===== src/rtl/rbuf_alloc.sv =====
module rbuf_alloc #(
  parameter int BUF_BYTES = 8192,
  parameter int MIN_ELEM  = 64,
  parameter int OVF_W     = 16
) (
  input  logic                               clk,
  input  logic                               rst_n,
  input  logic [1:0]                         cfg_esize,
  input  logic                               in_valid,
  input  logic                               in_ctl,
  input  logic [15:0]                        in_word,
  input  logic                               rel_valid,
  input  logic [$clog2(BUF_BYTES/MIN_ELEM)-1:0] rel_idx,
  output logic                               wr_en,
  output logic [$clog2(BUF_BYTES)-2:0]       wr_addr,
  output logic [15:0]                        wr_data,
  output logic                               done_valid,
  output logic [$clog2(BUF_BYTES/MIN_ELEM)-1:0] done_idx,
  output logic [$clog2(MIN_ELEM*4):0]        done_bytes,
  output logic                               done_sop,
  output logic                               done_eop,
  output logic [7:0]                         done_port,
  output logic [OVF_W-1:0]                   ovf_cnt
);
  localparam int MAX_EL = BUF_BYTES / MIN_ELEM;
  localparam int IDX_W  = $clog2(MAX_EL);
  localparam int BA_W   = $clog2(BUF_BYTES);
  localparam int CNT_W  = $clog2(MIN_ELEM*4) + 1;
  localparam int SH0    = $clog2(MIN_ELEM);

  logic [IDX_W-1:0] fl_mem [MAX_EL];
  logic [IDX_W-1:0] wp, rp;
  logic [IDX_W:0]   fcnt, fresh;
  logic             cur_open, cur_sop;
  logic [IDX_W-1:0] cur_idx;
  logic [CNT_W-1:0] cur_cnt;
  logic [7:0]       cur_port;

  wire [1:0]       esel   = (cfg_esize == 2'd3) ? 2'd2 : cfg_esize;
  wire [CNT_W-1:0] cap    = CNT_W'(MIN_ELEM) << esel;
  wire [IDX_W:0]   nelem  = (IDX_W+1)'(MAX_EL) >> esel;
  wire             has_fr = fresh < nelem;
  wire             avail  = has_fr || (fcnt != '0);
  wire [IDX_W-1:0] a_idx  = has_fr ? fresh[IDX_W-1:0] : fl_mem[rp];

  wire is_cw   = in_valid && in_ctl;
  wire is_dat  = in_valid && !in_ctl;
  wire is_pay  = is_cw && in_word[15];
  wire full    = cur_open && (cur_cnt == cap);
  wire need_a  = is_pay || (is_dat && full);
  wire do_a    = need_a && avail;
  wire pop     = do_a && !has_fr;
  wire close   = cur_open && (is_cw || (is_dat && full));
  wire wr_ok   = is_dat && cur_open && (!full || avail);

  wire [IDX_W-1:0] w_idx  = full ? a_idx : cur_idx;
  wire [BA_W-1:0]  w_off  = full ? '0 : BA_W'(cur_cnt);
  wire [BA_W-1:0]  w_byte = (BA_W'(w_idx) << (SH0 + 32'(esel))) + w_off;
  wire             one_b  = is_cw && (in_word[14:13] == 2'b11) && (cur_cnt != '0);

  always_ff @(posedge clk)
    if (rel_valid) fl_mem[wp] <= rel_idx;

  always_ff @(posedge clk) begin
    if (!rst_n) begin
      wp <= '0; rp <= '0; fcnt <= '0; fresh <= '0;
      cur_open <= 1'b0; cur_sop <= 1'b0; cur_idx <= '0; cur_cnt <= '0; cur_port <= '0;
      wr_en <= 1'b0; wr_addr <= '0; wr_data <= '0;
      done_valid <= 1'b0; done_idx <= '0; done_bytes <= '0;
      done_sop <= 1'b0; done_eop <= 1'b0; done_port <= '0;
      ovf_cnt <= '0;
    end else begin
      wr_en      <= wr_ok;
      wr_addr    <= w_byte[BA_W-1:1];
      wr_data    <= in_word;
      done_valid <= close;
      done_idx   <= cur_idx;
      done_bytes <= one_b ? cur_cnt - 1'b1 : cur_cnt;
      done_sop   <= cur_sop;
      done_eop   <= is_cw && in_word[14];
      done_port  <= cur_port;
      if (need_a && !avail) ovf_cnt <= ovf_cnt + 1'b1;
      if (do_a && has_fr) fresh <= fresh + 1'b1;
      if (rel_valid) wp <= wp + 1'b1;
      if (pop) rp <= rp + 1'b1;
      fcnt <= fcnt + (IDX_W+1)'(rel_valid) - (IDX_W+1)'(pop);
      if (is_cw) begin
        cur_open <= is_pay && avail;
        cur_idx  <= a_idx;
        cur_cnt  <= '0;
        cur_sop  <= in_word[12];
        cur_port <= in_word[11:4];
      end else if (is_dat && cur_open) begin
        if (full) begin
          cur_open <= avail;
          cur_idx  <= a_idx;
          cur_cnt  <= CNT_W'(2);
          cur_sop  <= 1'b0;
        end else begin
          cur_cnt  <= cur_cnt + CNT_W'(2);
        end
      end
    end
  end
endmodule



===== config.mk =====
export PLATFORM = sky130hd
export DESIGN_NAME = rbuf_alloc
export DESIGN_NICKNAME = d
export VERILOG_FILES = /design/src/rtl/rbuf_alloc.sv
export SDC_FILE = /design/constraint.sdc
export NUM_CORES = 1
export LEC_CHECK = 0
export ABC_CLOCK_PERIOD_IN_PS = 8200
export BUFFER_PORTS_ARGS = -buffer_cell sky130_fd_sc_hd__clkbuf_2
export CAP_MARGIN = 20
export CORE_MARGIN = 2
export CORE_UTILIZATION = 34
export CTS_CLUSTER_DIAMETER = 150
export DETAILED_ROUTE_END_ITERATION = 10
export GPL_ROUTABILITY_DRIVEN = 0
export SETUP_SLACK_MARGIN = 0.15
export SLEW_MARGIN = 20
export SYNTH_ARGS = -nofsm -noshare
export SYNTH_HDL_FRONTEND = slang
export SYNTH_SLANG_ARGS = --single-unit

===== constraint.sdc =====
create_clock -name clk -period 8.2 [get_ports clk]
set_clock_uncertainty 0.2 [all_clocks]
set_input_delay 1.64 -clock clk [delete_from_list [all_inputs] [get_ports clk]]
set_output_delay 1.64 -clock clk [all_outputs]
set_load 0.01 [all_outputs]

## Word level (Yosys, flattened, before mapping)

Memories as Yosys holds them, arrays and structs flattened. A register that Yosys moved wholly into a read port is not among the register bits.
Index checks and enable logic that the tools add are counted.

- Register bits after elaboration: 128
- Memories: 1
- Memory bits (writable): 896

Memories:

| name | words | width | read ports | clocked after Yosys merged registers in | wr ports | line | RTL |
|---|---|---|---|---|---|---|---|
| fl_mem | 128 | 7 | 1 | 1 | 1 | 31 | `logic [IDX_W-1:0] fl_mem [MAX_EL];` |

- Bitwise operators: 1
- $lt $le $gt $ge: 1
- Add/sub/neg operators: 10
- Equality and inequality tests: 3
- Reductions and logical operators: 30
- Shifts and indexed selects: 3
- Multiplexer cells: 18

Operators with widths:

| kind | number |
|---|---|
| $mux W7 | 6 |
| $mux W9 | 3 |
| $add A16 B1 Y16 const B | 1 |
| $logic_and A1 B1 Y1 | 16 |
| $add A7 B1 Y7 const B | 2 |
| $add A13 B9 Y13 | 1 |
| $shl A7 B4 Y13 | 1 |
| $add A9 B2 Y9 const B | 1 |
| $eq A9 B9 Y1 | 1 |
| $reduce_bool A9 Y1 | 1 |
| $shl A7 B2 Y9 const A | 1 |
| $sub A9 B1 Y9 const B | 1 |
| $add A8 B1 Y8 | 1 |
| $add A8 B1 Y8 const B | 1 |
| $lt A8 B8 Y1 | 1 |
| $mux W1 | 8 |
| $reduce_bool A8 Y1 | 1 |
| $shr A8 B2 Y8 const A | 1 |
| $sub A8 B1 Y8 | 1 |
| $add A3 B2 Y4 const A | 1 |
| $eq A2 B2 Y1 const B | 2 |
| $logic_not A1 Y1 | 4 |
| $logic_or A1 B1 Y1 | 4 |
| $reduce_bool A2 Y1 | 2 |
| 4 further kinds | 4 |

## Depth between registers and ports, before layout

- Word-level depth: 11
- Depth in mapped cells: 23

## Worst setup path before layout

No wires, ideal clock.

- Path kind: input-to-reg
- Start point: input cfg_esize[1]
- End point: register wr_addr[11]
- Slack: 2.557 ns
- Setup time: 0.115 ns
- Data required time: 7.885 ns
- Arrival time: 5.329 ns
- Stages on the path: 20
- Cells stage by stage: buf_2 > or2_2 > ha_1 > nor2_1 > a211oi_1 > nand2_1 > or4_1 > o21ai_1 > o31ai_2 > nor2_1 > nor2_1 > nor2_1 > a21oi_1 > ha_1 > and2_1 > a21boi_0 > a2111oi_1 > o22ai_1 > xnor2_1 > and2_1

- Cells in the longest elaborated chain, start to end: 8

Ends and longest elaborated chain:

| what | line | RTL |
|---|---|---|
| start: declaration | 8 | `input logic [1:0] cfg_esize,` |
| $eq A2 B2 Y1 | 39 | `wire [1:0] esel = (cfg_esize == 2'd3) ? 2'd2 : cfg_esize;` |
| $mux W2 (*) | 39 |  |
| $shr A8 B2 Y8 or $shl A7 B2 Y9 (tied branches) | 41, 40 |  |
| $lt A8 B8 Y1 or $eq A9 B9 Y1 (tied branches) | 42, 49 |  |
| $mux W7 or $logic_and A1 B1 Y1 (tied branches) | 44, 49 |  |
| $mux W7 | -- |  |
| $shl A7 B4 Y13 | 58 | `wire [BA_W-1:0] w_byte = (BA_W'(w_idx) << (SH0 + 32'(esel))) + w_off;` |
| $add A13 B9 Y13 (*) | 58 |  |
| end signal: assignment | 74 | `wr_addr <= w_byte[BA_W-1:1];` |
| end: declaration | 15 | `output logic [$clog2(BUF_BYTES)-2:0] wr_addr,` |

Every way passes the cells marked *; elsewhere a longest branch is shown, timed or not.
A chain may end at the register's enable or synchronous reset.

## Worst setup path in the final report

Same ends and word-level chain as after synthesis.

==> qor.txt <==
Worst slew pin tran: 1.12 ns
Critical path class: in -> reg
IR drop worst, VDD: 0.191 mV
Crit path capture type: flip-flop
Crit path DAT: 6.29 ns
Core Area: 120000 um^2
Most frequent CP cell: nor2_1
Routed vias/inst: 5.26
CTS Buf Count: 104
Setup bufs post-CTS: 0
Die area: 124000 um^2
Final period util: 72.3%
Switch Pwr: 2.28 mW
Later-pin clock latency in the skew report: 0.70 ns
CTS Buffer Depth: 3
Clock Sinks: 1030
Post-synth EDFFs: 896
RSZ-0062 raised after global routing: no
Largest net degree at the start of global routing: 101
Worst Hold Path Cells: 2
Synth Warn #: 0
Final WS setup: 2.27 ns
TritonRoute pass-1 iters: 6
Clock transition at path regs: 0.06 ns
Post-DP HPWL: 64200 um
Yosys cell types: 87
Cell Area, Synth: 41100 um^2
Met1 Track Usage GR: 22.0%
Routed WL per cell: 24.6 um
Sequential share of power: 53.2%
Area Growth Syn to Fin: 13.5%
Avg Cell Area, Syn: 18.1 um^2
Grt total ovfl: 0
Met2 Resource Use GR: 25.9%
Worst reg2reg path depth: 18
Delay-heaviest family, CP: compound AO/OA/AOI/OAI gates
Outcome: finished, final reports clean
Root Driver: clkbuf_16
Maximum clock rate: 0.169 GHz
Initial drt markers: 2508
Critical path's slowest cell: a211oi_2
Switch share: 21.1%
Total track usage: 16.2%
H-tree depth: 3
Minimum clock period: 5.93 ns
Initial antenna violation count: 2
Final hold vios: 0
Buffers on Ports: 101
ANT cells: 0
Rel. slew slack: 25.2%
Die height: 352 um
Buf/Inv on CP: 1
Critical Path RT: 8.56 ns
First-pass GRT wire length: 147000 um
Final nets: 2458
Hold_buf cts: 0
Hold wc startpoint: cur_sop
Worst hold endpoint: cur_sop
Crit-path max cell delay: 0.71 ns
Post-synth ARST share: 0%
Critical Path Start Type: input pin
Initial Util: 34.3%
Register area share after synthesis: 71.9%
Layout cells sized above 1: 22.4%
FF-to-FF End: wr_addr[11]
Io pins: 102
M3 GR Usage: 3.68%
CTS resizes: 0
Antenna Violating Nets Remaining: 0
Number of max-cap violations: 0
Die W: 352 um
Vias: 21521
Crit path cell chain: clkbuf_2, or2_2, ha_1, nor2_1, a211oi_2, nand2_1, or4_1, o21ai_1, o31ai_2, nor2_1, nor2_1, nor2_1, a21oi_1, ha_1, and2_1, a21boi_0, a2111oi_1, o22ai_1, xnor2_1, and2_1
Cells after synthesis: 2271
Int Pwr: 8.52 mW
CP Max Fanout: 19
Power share of the clock group: 43.5%
Comb power frac: 3.3%
Vias in the first global route: 21617
Worst hold path type: reg -> reg
Drt drc: 0
Setup tns final: 0 ns
Endpoints failing setup: 0
Worst slack, placed: 1.60 ns
PwrDens: 231 nW/um^2
Slew Limit Fails: 0
Leakage power: 14.5 nW
Rows: 127
CTS tree: built
Reg2reg setup slack: 2.41 ns
Most used routing layer in global routing: met2
DRT Wirelength: 101000 um
Ys flop type: edfxtp_1
FF+latch count, synth: 1030
power by group through the flow:
stage / logic (mW) / clock network (mW) / registers (mW)
after detailed placement: 0.360 / 0 / 5.85
after floorplan: 0.203 / 0 / 5.85
final: 0.357 / 4.70 / 5.74
after global placement: 0.340 / 0 / 5.85
after global routing: 0.400 / 4.96 / 5.74
after CTS: 0.361 / 4.77 / 5.74
cell usage after synthesis (all sizes together) (4+ instances only):
cell type    n  area share (%)
edfxtp     896              65
mux4       229              13
nor2       168             1.5
dfxtp      134             6.5
and2        96             1.5
nand2       88            0.80
buf         66             1.3
clkbuf      63            0.58
xnor2       41            0.87
a22oi       36            0.67
a21oi       34            0.42
mux2i       32            0.78
ha          30            0.91
nand3       28            0.34
inv         27            0.25
nor2b       27            0.41
nor3        25            0.32
o21ai       23            0.28
nand4       19            0.29
a21boi      16            0.29
xor2        16            0.34
nand2b      14            0.21
a211oi      13            0.26
and3        11            0.17
a221oi      10            0.21
a22o         9            0.19
a31oi        9            0.14
o22ai        9            0.14
or3          9            0.14
o211ai       7            0.14
o21bai       7            0.13
a2111oi      5            0.12
nor3b        5           0.091
mux2         4            0.11
nor4         4           0.091
nor4b        4           0.085
nor4bb       4           0.097
o31ai        4            0.11
or2          4           0.061
cells in the final DEF (no fill, tap or decap), drive strengths merged, types with 34 or more instances in the layout:
cell	instances
clkinv	45
and2	96
xnor2	41
mux4	229
nor2	168
a22oi	36
nand2	88
clkbuf	219
buf	49
edfxtp	896
a21oi	34
dfxtp	134
final cells by class:
| type | instances | area [um^2] |
|---|---|---|
| clock buffer | 126 | 2770 |
| clock inverter | 63 | 627 |
| fill | 10755 | 73300 |
| inverter | 27 | 101 |
| multi-input combinational | 1091 | 10700 |
| sequential | 1030 | 29600 |
| tap | 1612 | 2020 |
| timing repair buffer | 142 | 871 |
state kept, by name, summed over array words and instances, names as in the netlist, 9 cells and up, named ones only:
register	flops
fl_mem	896
done_bytes	9
wr_data	16
ovf_cnt	16
wr_addr	12
worst max path at each step:
stage                             from     endpoint  slack (ns)  depth (start not counted)
after global placement    cfg_esize[1]  wr_addr[11]        1.64                         20
after floorplan           cfg_esize[1]  wr_addr[11]        2.56                         20
after detailed placement  cfg_esize[1]  wr_addr[11]        1.60                         20
after global routing      cfg_esize[1]  wr_addr[11]        1.78                         20
final                     cfg_esize[1]  wr_addr[11]        2.27                         20
after CTS                 cfg_esize[1]  wr_addr[11]        2.31                         20
kinds of logic after synthesis:
kind of cell             share of synthesized area, %
flip-flops                                       71.9
AND/OR/NAND/NOR                                  6.33
multiplexers                                     13.5
AO/OA/AOI/OAI                                    3.84
buffers and inverters                            2.16
XOR/XNOR                                         1.21
adder cells (fa/ha/maj)                          1.01
other                                          0.0183
tightest hold or removal path, stage by stage (launching register included):
cell,delay [ns]
dfxtp_1,0.31
inv_1,0.05
o2bb2ai_1,0.05
per-stage QoR:
stage | hold WS [ns] | area [um^2] | power (mW) | util, % | cells
6_report | 0.244 | 46700 | 10.8 | 38.9 | 4091
5_1_grt | 0.273 | 46700 | 11.1 | 38.9 | 4091
4_1_cts | 0.248 | 46700 | 10.9 | 38.9 | 4091
3_5_place_dp | 0.240 | 43300 | 6.21 | 36.1 | 3902
3_3_place_gp | 0.233 | 43300 | 6.19 | 36.1 | 3902
2_1_floorplan | 0.218 | 41200 | 6.05 | - | 2277
per-layer routing:
metal	vias up	share of wire (%)
met5	-	0.016
met4	2	2.8
li1	9246	-
met1	11225	42
met2	874	47
met3	174	8.3
No activity file was read; power rests on OpenSTA's default activity.
